### config.mk
export PLATFORM = sky130hd
export DESIGN_NAME = irq_prio_ctrl
export DESIGN_NICKNAME = d
export VERILOG_FILES = /design/src/rtl/irq_pkg.sv /design/src/rtl/irq_mc_tick.sv /design/src/rtl/irq_ext_detect.sv /design/src/rtl/irq_pick.sv /design/src/rtl/irq_prio_ctrl.sv
export SDC_FILE = /design/constraint.sdc
export NUM_CORES = 1
export LEC_CHECK = 0
export ABC_AREA = 1
export BUFFER_PORTS_ARGS = -buffer_cell sky130_fd_sc_hd__buf_2
export CAP_MARGIN = 20
export CORE_UTILIZATION = 48
export CTS_CLUSTER_DIAMETER = 60
export CTS_CLUSTER_SIZE = 30
export DETAILED_ROUTE_END_ITERATION = 7
export HOLD_SLACK_MARGIN = 0.1
export MAX_ROUTING_LAYER = met4
export PLACE_DENSITY = 0.76
export SLEW_MARGIN = 15
export SYNTH_ARGS = -nofsm -noshare
export SYNTH_HDL_FRONTEND = slang
export SYNTH_SLANG_ARGS = --single-unit
### constraint.sdc
create_clock -name clk -period 1.4 [get_ports clk]
set_input_delay 0.28 -clock clk [delete_from_list [all_inputs] [get_ports clk]]
set_output_delay 0.28 -clock clk [all_outputs]
set_load 0.05 [all_outputs]
### src/rtl/irq_pkg.sv
package irq_pkg;
  localparam int NSRC  = 5;
  localparam int VEC_W = 12;

  typedef enum logic [2:0] {
    SRC_EXT0 = 3'd0,
    SRC_TMR0 = 3'd1,
    SRC_EXT1 = 3'd2,
    SRC_WDT  = 3'd3,
    SRC_I2C  = 3'd4
  } src_e;

  localparam logic [VEC_W-1:0] RESET_VEC = '0;

  // vectors sit 8 bytes apart starting at 0x003
  function automatic logic [VEC_W-1:0] vec_of(input logic [2:0] idx);
    return VEC_W'(3) + (VEC_W'(idx) << 3);
  endfunction
endpackage

### src/rtl/irq_mc_tick.sv
module irq_mc_tick #(
  parameter int DIV = 12
) (
  input  logic clk,
  input  logic rst_n,
  output logic tick
);
  localparam int CW = (DIV > 1) ? $clog2(DIV) : 1;
  localparam logic [CW-1:0] LAST = CW'(DIV - 1);

  logic [CW-1:0] cnt_q, cnt_d;

  always_comb begin
    cnt_d = (cnt_q == LAST) ? '0 : cnt_q + 1'b1;
  end

  always_ff @(posedge clk or negedge rst_n) begin
    if (!rst_n) cnt_q <= '0;
    else        cnt_q <= cnt_d;
  end

  assign tick = (cnt_q == LAST);
endmodule

### src/rtl/irq_ext_detect.sv
module irq_ext_detect (
  input  logic clk,
  input  logic rst_n,
  input  logic tick,
  input  logic pin,
  input  logic edge_mode,
  input  logic clr,
  output logic req
);
  logic samp_q, samp_d;
  logic fall_q, fall_d;
  logic fall_seen;

  assign fall_seen = tick && edge_mode && samp_q && !pin;

  always_comb begin
    samp_d = tick ? pin : samp_q;
    fall_d = fall_q;
    if (clr)       fall_d = 1'b0;
    if (fall_seen) fall_d = 1'b1;
  end

  always_ff @(posedge clk or negedge rst_n) begin
    if (!rst_n) begin
      samp_q <= 1'b1;
      fall_q <= 1'b0;
    end else begin
      samp_q <= samp_d;
      fall_q <= fall_d;
    end
  end

  assign req = edge_mode ? fall_q : !pin;
endmodule

### src/rtl/irq_pick.sv
module irq_pick
  import irq_pkg::*;
#(
  parameter int N = NSRC
) (
  input  logic [N-1:0]     req,
  output logic             any,
  output logic [2:0]       idx,
  output logic [VEC_W-1:0] vec
);
  always_comb begin
    idx = '0;
    for (int i = N - 1; i >= 0; i--) begin
      if (req[i]) idx = 3'(i);
    end
  end

  assign any = |req;
  assign vec = vec_of(idx);
endmodule

### src/rtl/irq_prio_ctrl.sv
module irq_prio_ctrl
  import irq_pkg::*;
#(
  parameter int MC_DIV = 12
) (
  input  logic             clk,
  input  logic             rst_n,
  input  logic             ext0_pin,
  input  logic             ext1_pin,
  input  logic             ext0_edge,
  input  logic             ext1_edge,
  input  logic             tmr0_ovf,
  input  logic             wdt_ovf,
  input  logic             i2c_req,
  input  logic [NSRC-1:0]  src_en,
  input  logic             glb_en,
  input  logic             reti_pulse,
  output logic             irq_req,
  output logic [VEC_W-1:0] irq_vec,
  output logic             in_service,
  output logic             wake
);
  logic            mc_tick;
  logic [NSRC-1:0] raw_req, live_req, clr_vec;
  logic            win_any;
  logic [2:0]      win_idx;
  logic [VEC_W-1:0] win_vec;
  logic            issue;

  logic             tmr_pend_q, tmr_pend_d;
  logic             wdt_pend_q, wdt_pend_d;
  logic             svc_q, svc_d;
  logic             strb_q, strb_d;
  logic [VEC_W-1:0] vec_q, vec_d;

  irq_mc_tick #(.DIV(MC_DIV)) i_tick (
    .clk(clk), .rst_n(rst_n), .tick(mc_tick)
  );

  logic [1:0] ext_pin, ext_mode, ext_req, ext_clr;
  assign ext_pin  = {ext1_pin, ext0_pin};
  assign ext_mode = {ext1_edge, ext0_edge};
  assign ext_clr  = {clr_vec[SRC_EXT1], clr_vec[SRC_EXT0]};

  for (genvar g = 0; g < 2; g++) begin : g_ext
    irq_ext_detect i_det (
      .clk(clk), .rst_n(rst_n), .tick(mc_tick),
      .pin(ext_pin[g]), .edge_mode(ext_mode[g]),
      .clr(ext_clr[g]), .req(ext_req[g])
    );
  end

  always_comb begin
    raw_req           = '0;
    raw_req[SRC_EXT0] = ext_req[0];
    raw_req[SRC_TMR0] = tmr_pend_q;
    raw_req[SRC_EXT1] = ext_req[1];
    raw_req[SRC_WDT]  = wdt_pend_q;
    raw_req[SRC_I2C]  = i2c_req;
  end

  assign live_req = raw_req & src_en & {NSRC{glb_en}};

  irq_pick #(.N(NSRC)) i_pick (
    .req(live_req), .any(win_any), .idx(win_idx), .vec(win_vec)
  );

  assign issue = win_any && !svc_q;

  always_comb begin
    clr_vec = '0;
    if (issue) clr_vec[win_idx] = 1'b1;
  end

  always_comb begin
    tmr_pend_d = tmr_pend_q;
    if (clr_vec[SRC_TMR0]) tmr_pend_d = 1'b0;
    if (tmr0_ovf)          tmr_pend_d = 1'b1;

    wdt_pend_d = wdt_pend_q;
    if (clr_vec[SRC_WDT])  wdt_pend_d = 1'b0;
    if (wdt_ovf)           wdt_pend_d = 1'b1;

    svc_d  = svc_q;
    strb_d = 1'b0;
    vec_d  = vec_q;
    if (issue) begin
      svc_d  = 1'b1;
      strb_d = 1'b1;
      vec_d  = win_vec;
    end else if (svc_q && reti_pulse) begin
      svc_d  = 1'b0;
    end
  end

  always_ff @(posedge clk or negedge rst_n) begin
    if (!rst_n) begin
      tmr_pend_q <= 1'b0;
      wdt_pend_q <= 1'b0;
      svc_q      <= 1'b0;
      strb_q     <= 1'b0;
      vec_q      <= RESET_VEC;
    end else begin
      tmr_pend_q <= tmr_pend_d;
      wdt_pend_q <= wdt_pend_d;
      svc_q      <= svc_d;
      strb_q     <= strb_d;
      vec_q      <= vec_d;
    end
  end

  assign irq_req    = strb_q;
  assign irq_vec    = vec_q;
  assign in_service = svc_q;
  assign wake       = win_any;
endmodule

[Word-level counts from Yosys, hierarchy flattened]
Cells that the tools add are included.
Word-level totals
  flip-flop bits (word level): 24
  input port bits: 16
  logic and storage cells: 57
Operators by class
  add/sub/neg operators: 2
  order comparisons: 2
  eq/ne operators: 1
  muxes and demuxes: 22
  bitwise logic cells: 2
  reduce and logical (&&, ||, !) cells: 18
Operators by type and width (count)
  $mux W3: 5
  $mux W1: 14
  $and A5 B5 Y5: 2
  $reduce_bool A2 Y1: 5
  $logic_and A1 B1 Y1: 9
  $mux W4: 2
  $add A2 B6 Y7 const A: 1
  $reduce_or A5 Y1: 1
  $add A4 B1 Y4 const B: 1
  $eq A4 B4 Y1 const B: 1
  $lt A3 B4 Y1 const B: 1
  $demux W1 S3: 1
  $ge A3 B1 Y1 const B: 1
  $logic_not A1 Y1: 3

[Longest topological paths before layout]
Gate-level depths: netlist (run 1).
  depth after elaboration: 16
  depth in mapped cells: 11
  gate-level depth less buffers: 11

[Cells and area by module]
From an unflattened synthesis (run 1), not the netlist that was laid out.
Unflattened totals
  cells, all modules: 159
  area, all modules: 1226.2 sq um
Modules (own cells, without submodules)
  irq_prio_ctrl: instances 1, cells each 84, area an instance 698.2 sq um, seq. area each 400.4 sq um
  irq_ext_detect: instances 2, cells each 14, area an instance 100.1 sq um, seq. area each 51.3 sq um
  irq_mc_tick: instances 1, cells each 22, area an instance 182.7 sq um, seq. area each 100.1 sq um
  irq_pick: instances 1, cells each 25, area an instance 145.1 sq um, seq. area each 0.0 sq um

[Worst setup path before layout (run 1)]
No wires, ideal clock.
  path kind: reg-to-reg
  from: reg g_ext[1].i_det.fall_q
  to: reg svc_q, in the netlist in_service
  data arrival time: 1192 ps
  data required time: 1274 ps
  setup slack: 82 ps
  stages on the path, launching flop included: 9
  path buffers: 0
  period minus slack after synthesis: 1318 ps
  cell sequence: dfrtp_1 inv_1 nand2_1 nand3_4 nand2_4 nor2_4 nand2_2 nand2_4 o21ai_1
On the way
  longest elaborated chain between the ends: 6
RTL lines
  from (decl): RTL line irq_ext_detect.sv:11  | logic fall_q, fall_d;
  from (signal assigned): RTL line irq_ext_detect.sv:29  | fall_q <= fall_d;
  $mux W1 (*): RTL line irq_ext_detect.sv:33  | assign req = edge_mode ? fall_q : !pin;
  $and A5 B5 Y5 (*) (2 in a row): RTL line irq_prio_ctrl.sv:62  | assign live_req = raw_req & src_en & {NSRC{glb_en}};
  $reduce_or A5 Y1 (*): RTL line irq_pick.sv:18  | assign any = |req;
  net wake: RTL line irq_prio_ctrl.sv:21  | output logic wake
  $logic_and A1 B1 Y1 (*): RTL line irq_prio_ctrl.sv:68  | assign issue = win_any && !svc_q;
  $mux W1 / $reduce_bool A2 Y1 (equally long branches)
  to (signal assigned): RTL line irq_prio_ctrl.sv:106  | svc_q <= svc_d;
  to (decl): RTL line irq_prio_ctrl.sv:32  | logic svc_q, svc_d;
The timed path passes the listed nets; every way through them passes the cells marked *.
A chain may end at the register's enable or synchronous reset.

[Final worst setup path (run 1)]
  from: reg g_ext[1].i_det.fall_q
  to: out wake
On the way
  longest elaborated chain between the ends: 4
RTL lines (RTL line)
  $mux W1: irq_ext_detect.sv:33
  $and A5 B5 Y5 (2 in a row): irq_prio_ctrl.sv:62
  $reduce_or A5 Y1: irq_pick.sv:18
  to (decl): irq_prio_ctrl.sv:21
No other way between the ends.

==> results of run 1 <==
==> layer usage <==
metal  up-vias  routed length, um  track usage  part of all wire
li1        367                  -            -                 -
met1       341                840        0.261              0.43
met2        23               1020        0.347              0.52
met4         0                 12       0.0909            0.0062
met5         -                  0            -                 0
met3         2                 70       0.0360             0.036
==> how the worst max path moves through the flow <==
stage                                startpoint  slack [ns]    endpoint
after floorplan           g_ext[1].i_det.fall_q        0.08  in_service
after global placement                ext1_edge        0.04        wake
after detailed placement              ext1_edge       0.005        wake
after CTS                 g_ext[1].i_det.fall_q       -0.16        wake
after global routing      g_ext[0].i_det.fall_q       -0.22        wake
final                     g_ext[1].i_det.fall_q       -0.14        wake
==> state kept, by name (all words and copies together) (netlist names) <==
name,cells
i_tick.cnt_q,4
irq_vec,4
g_ext.i_det.fall_q,2
g_ext.i_det.samp_q,2
in_service,1
irq_req,1
tmr_pend_q,1
wdt_pend_q,1
==> what timing repair did <==
item	4_1_cts	5_1_grt
buffers inserted	2	0
hold buffers	1	0
pin swaps	3	0
setup endpoints to repair	1	3
gates cloned	0	0
gates resized for setup	6	6
hold endpoints to repair	14	0
==> cells in the mapped netlist <==
cell type / instances / share of area
nand2_1: 22 / 0.094
dfrtp_1: 14 / 0.40
inv_1: 12 / 0.051
buf_4: 8 / 0.068
nand3_1: 8 / 0.046
nor2_1: 8 / 0.034
nand2_2: 4 / 0.029
dfstp_2: 2 / 0.060
inv_2: 2 / 0.0086
nand2_4: 2 / 0.026
nand3_4: 2 / 0.040
o21ai_0: 2 / 0.011
o21ai_1: 2 / 0.011
a21boi_1: 1 / 0.0086
a21oi_1: 1 / 0.0057
a21oi_4: 1 / 0.019
and3_2: 1 / 0.0086
clkinv_1: 1 / 0.0043
clkinv_2: 1 / 0.0057
conb_1: 1 / 0.0043
ha_1: 1 / 0.014
nand4_1: 1 / 0.0071
nor2_2: 1 / 0.0071
nor2_4: 1 / 0.013
o21ai_2: 1 / 0.010
or2_1: 1 / 0.0071
or2_2: 1 / 0.0071
==> report_power, final <==
group          internal [uW]  total [uW]  switching [uW]
sequential               528         570            41.6
clock                    111         259             148
combinational            154         556             402
==> cell type report <==
cell class,count,area share
Clock buffer,4,0.0234
Inverter,16,0.0546
Multi-Input combinational cell,68,0.361
Sequential cell,16,0.359
Tap cell,25,0.0279
Timing Repair Buffer,32,0.174
==> logic make-up after synthesis <==
family,synth area share
simple gates,0.318
buf+inv,0.138
flops,0.459
compound gates,0.0656
fa+ha+maj,0.0143
other cells,0.00428
==> through the flow <==
step	instance area, um2	setup WS [ns]	hold WS (ns)
2_1_floorplan	900	0.0823	-0.0156
3_3_place_gp	1030	0.0420	0.202
3_5_place_dp	1030	0.00531	0.209
4_1_cts	1100	-0.164	0.134
5_1_grt	1120	-0.220	0.146
6_report	1120	-0.144	0.147
==> metrics.cfg, run 1 <==
[status]
status = finished with violations
violations = DRC, setup timing

[timing]
hold_viol = 0
post-route-period-util = 1.10
fmax_ghz = 0.648
tns_ns = -0.144
setup_viol = 1
skew_ns = 0.00744
rsz0062_at_grt = yes
min_period_ns = 1.54
slew_viol_final = 0
worst_slack_ns = -0.144

[final_layout]
diodes = 0
final_cell_mix = buf_2, nand2_1, dfrtp_1, inv_1
nFillCells = 154
instances_no_fill = 161
layout_commonest_cell = buf_2
area_growth_pct = 28.0
multi_input_area_um2 = 405
regArea_um2 = 403
layout-drive-gt1-share = 0.441
fin_nets = 154
fin_util = 0.650

[detailed_routing]
drt_pass1_iterations = 6
wl_um = 1940
via_per_inst = 4.55
wl_per_cell_um = 12.0
drc = 2
ant_nets = 0
num_vias = 733
initialDrtViolationCount = 13

[floorplan]
initial_utilization = 0.508
die_w_um = 44.7
io_pins = 31
die_h_um = 44.7
core_area_um2 = 1730
num_rows = 15
dieArea_um2 = 2000

[critical_path]
r2r_start = g_ext[1].i_det.fall_q
critPathRequiredTime_ns = 1.12
cp_slowest_stage_delay_ns = 0.40
timing.reg2reg.setup_slack_ns = 0.10
start_kind = flip-flop
criticalPathCategory = flip-flop to primary output
crit_slowest_cell = dfrtp_1
cpMostUsedCell = nand2_4
endpoint_kind = primary output
rr_worst_depth = 11
reg2reg_to = tmr_pend_q
cp_num_buf_inv = 2
arrival_ns = 1.26
cp_num_cells = 7
worst-path-max-fanout = 2
path_cells = inv_2 > nand2_2 > nand3_4 > nand2_4 > nor2_4 > nand2_4 > buf_8
cp_top_family = flip-flops

[grt]
antenna_found_initial = 0
first_global_vias = 647
grt_pass1_wl_um = 2860
grt_usage = 0.213
grt_max_degree = 17
grt_overflow = 0

[clocking]
cts_made_buffers = 3
cts.sink_count = 16
clk_path_buf_depth = 2
clk_pin_slew_worst_paths_ns = 0.10
clk-insertion-delay-late_ns = 0.29
root_buffer = clkbuf_4
htree_levels = 1
cts_tree = done

[logic_synthesis]
yosys_register_bits = 16
ys_seq_area_frac = 0.459
synthCells = 102
syn_avg_cell_area_um2 = 8.60
ys_types = 27
synth_area_um2 = 877
yosysWarnings = 0

[flow_run]
cap_violations = 0

[placed_design]
hpwl_um = 1310
gp_congestion = 0.820
io_buffers = 23
dp_cells = 154

[hold_path]
hp-class = primary input to flip-flop
hold_depth = 2
hold_path_end = in_service
min_from = reti_pulse

[power_and_ir_drop]
ir_worst_vdd_v = 0.000724
leakagePower_uw = 0.000581
power.density_nw_per_um2 = 1230
total_power_uw = 1380

No activity file was read; power rests on OpenSTA's default activity.
==> run 2, diff against run 1 <==
CORE_UTILIZATION = 52   (was 48)
PLACE_DENSITY = 0.77   (was 0.76)
SKIP_CTS_REPAIR_TIMING = 1   (was unset)
SYNTH_HIERARCHICAL = 1   (was unset)
==> metrics.cfg, run 2 <==
[logic_synthesis]
synthCells = 159  ; was 102
synth_area_um2 = 1230  ; was 877 um2
synthArstFlopShare = 1.00  ; unchanged
synth-edff-count = 0  ; unchanged
ys.flop_type = dfrtp_1  ; unchanged
synth_common_cells = nand2_1, dfrtp_1, inv_1, buf_4, nor2_1  ; was nand2_1, dfrtp_1, inv_1
ys_types = 21  ; was 27
yosysWarnings = 6  ; was 0
yosys_register_bits = 24  ; was 16
synth.area.top_cells = dfrtp_1, nand2_1, buf_4, inv_1, dfstp_2  ; was dfrtp_1, nand2_1, buf_4, dfstp_2, inv_1
ys_seq_area_frac = 0.492  ; was 0.459
syn_avg_cell_area_um2 = 7.71  ; was 8.60 um2
synthMostInstantiatedCell = nand2_1  ; unchanged
synth_top_cell_area_share = 0.449  ; was 0.399
yosys.area.top_type = dfrtp_1  ; unchanged

[floorplan]
io_pins = 31  ; unchanged
initial_utilization = 0.554  ; was 0.508
die_h_um = 50.6  ; was 44.7 um
num_rows = 17  ; was 15
dieArea_um2 = 2560  ; was 2000 um2
die_w_um = 50.6  ; was 44.7 um
core_area_um2 = 2210  ; was 1730 um2

[placed_design]
gp_congestion = 0.828  ; was 0.820
io_buffers = 30  ; was 23
hpwl_um = 1690  ; was 1310 um
dp_cells = 224  ; was 154
place_ws_ns = -0.271  ; was 0.00531 ns

[clocking]
htree_levels = 1  ; unchanged
cts.sink_count = 24  ; was 16
clk-insertion-delay-late_ns = 0.31  ; was 0.29 ns
cts_tree = done  ; unchanged
root_buffer = clkbuf_4  ; unchanged
clk_path_buf_depth = 2  ; unchanged
cts_made_buffers = 3  ; unchanged
clk_pin_slew_worst_paths_ns = 0.13  ; was 0.10 ns

[power_and_ir_drop]
clockPowerShare = 0.142  ; was 0.187
seqPwrFrac = 0.367  ; was 0.411
p_switching_uw = 1160  ; was 592 uW
ir_worst_vdd_v = 0.00126  ; was 0.000724 V
comb_power_share = 0.491  ; was 0.402
power.density_nw_per_um2 = 1550  ; was 1230 nW/um2
leakagePower_uw = 0.000941  ; was 0.000581 uW
sw_frac_of_total = 0.456  ; was 0.427
total_power_uw = 2550  ; was 1380 uW
p_int_uw = 1390  ; was 793 uW

[detailed_routing]
drc = 0  ; was 2
num_vias = 1043  ; was 733
initialDrtViolationCount = 15  ; was 13
wl_um = 2540  ; was 1940 um
drt_pass1_iterations = 4  ; was 6
via_per_inst = 4.44  ; was 4.55
wl_per_cell_um = 10.8  ; was 12.0 um
ant_nets = 0  ; unchanged

[final_layout]
regArea_um2 = 603  ; was 403 um2
fin_nets = 225  ; was 154
layout-drive-gt1-share = 0.362  ; was 0.441
instances_no_fill = 235  ; was 161
fin_util = 0.742  ; was 0.650
diodes = 0  ; unchanged
multi_input_area_um2 = 522  ; was 405 um2
final_cell_mix = nand2_1, buf_2, dfrtp_1, inv_1, buf_4  ; was buf_2, nand2_1, dfrtp_1, inv_1
layout_commonest_cell = nand2_1  ; was buf_2
largest_reg_flops = 12
area_growth_pct = 33.9  ; was 28.0%
nFillCells = 157  ; was 154

[timing]
slew_viol_final = 0  ; unchanged
slew_headroom = 0.649
setup_viol = 19  ; was 1
hold_viol = 0  ; unchanged
skew_ns = 0.00633  ; was 0.00744 ns
worst_slack_ns = -0.270  ; was -0.144 ns
rsz0062_at_grt = yes  ; unchanged
post-route-period-util = 1.19  ; was 1.10
worst_slew_pin_slew_ns = 0.527
fmax_ghz = 0.599  ; was 0.648 GHz
min_period_ns = 1.67  ; was 1.54 ns
hold-worst-slack_ns = 0.128  ; was 0.147 ns

[critical_path]
rr_worst_depth = 13  ; was 11
reg2reg_to = irq_vec[3]  ; was tmr_pend_q
cp_num_buf_inv = 1  ; was 2
timing.reg2reg.setup_slack_ns = -0.26  ; was 0.10 ns
criticalPathCategory = flip-flop to primary output  ; unchanged
arrival_ns = 1.39  ; was 1.26 ns
cp_top_family = simple AND/OR/NAND/NOR gates  ; was flip-flops
critPathRequiredTime_ns = 1.12  ; about the same
path_cells = nand2_1 > o21ai_1 > nand2_1 > nor2_4 > nor2_4 > nand3_4 > buf_8  ; was inv_2 > nand2_2 > nand3_4 > nand2_4 > nor2_4 > nand2_4 > buf_8
crit_slowest_cell = dfrtp_1  ; unchanged
worst-path-max-fanout = 3  ; was 2
start_kind = flip-flop  ; unchanged
cp_slowest_stage_delay_ns = 0.40  ; about the same
endpoint_kind = primary output  ; unchanged
r2r_start = g_ext[1].i_det/fall_q  ; was g_ext[1].i_det.fall_q

[grt]
antenna_found_initial = 0  ; unchanged
first_global_vias = 919  ; was 647
grt_overflow = 0  ; unchanged
grt_pass1_wl_um = 3720  ; was 2860 um
grt_max_degree = 25  ; was 17
grt_usage = 0.199  ; was 0.213

[flow_run]
cap_violations = 0  ; unchanged

[hold_path]
min_from = reti_pulse  ; unchanged
hold_depth = 2  ; unchanged
hold_path_end = in_service  ; unchanged
hp-class = primary input to flip-flop  ; unchanged

[status]
status = finished with violations  ; unchanged
violations = setup timing  ; was DRC, setup timing

-- run 2: worst max-delay path by stage --
stage	slack (ns)	end	start	cells past startpoint
2_1_floorplan	-0.21	g_ext[1].i_det/fall_q	g_ext[0].i_det/fall_q	14
3_3_place_gp	-0.19	g_ext[0].i_det/fall_q	ext0_pin	13
3_5_place_dp	-0.27	g_ext[0].i_det/fall_q	ext0_pin	13
4_1_cts	-0.40	wake	g_ext[0].i_det/fall_q	7
5_1_grt	-0.38	g_ext[0].i_det/fall_q	g_ext[1].i_det/fall_q	14
6_report	-0.27	wake	g_ext[1].i_det/fall_q	7
-- run 2: stage by stage --
stage,instance area (um2),setup TNS (ns)
floorplan,1270,-1.48
global placement,1450,-2.54
detailed placement,1450,-3.60
CTS,1490,-2.95
global route,1640,-5.52
finish,1640,-3.73
-- run 2: routing by layer --
layer	GRT usage	wire length, um	up-vias
met4	0.0787	42	0
met2	0.336	1320	23
met1	0.246	1090	475
li1	-	-	541
met3	0.0212	84	4
met5	-	0	-
-- run 2: area by class of cell --
type                            count  area share
Multi-Input combinational cell    104       0.318
Sequential cell                    24       0.367
Timing Repair Buffer               51       0.215
Inverter                           24      0.0564
Clock buffer                        4      0.0221
Tap cell                           28      0.0213
-- run 2: power groups by stage --
stage | combinational, uW | sequential [uW] | clock (uW)
CTS | 1100 | 937 | 374
finish | 1250 | 936 | 361
global placement | 1080 | 948 | 0
global route | 1340 | 954 | 389
floorplan | 313 | 1470 | 0
detailed placement | 1100 | 948 | 0
-- run 2: logic make-up (layout without fill, tap and decap cells) --
family	count (synthesis)	in the layout	share of synthesized area
and+or+nand+nor	89	89	0.307
buffers and inverters	38	79	0.162
DFF	24	24	0.492
AOI/OAI and AO/OA	5	5	0.0224
other	2	9	0.00612
adders and majority gates	1	1	0.0102
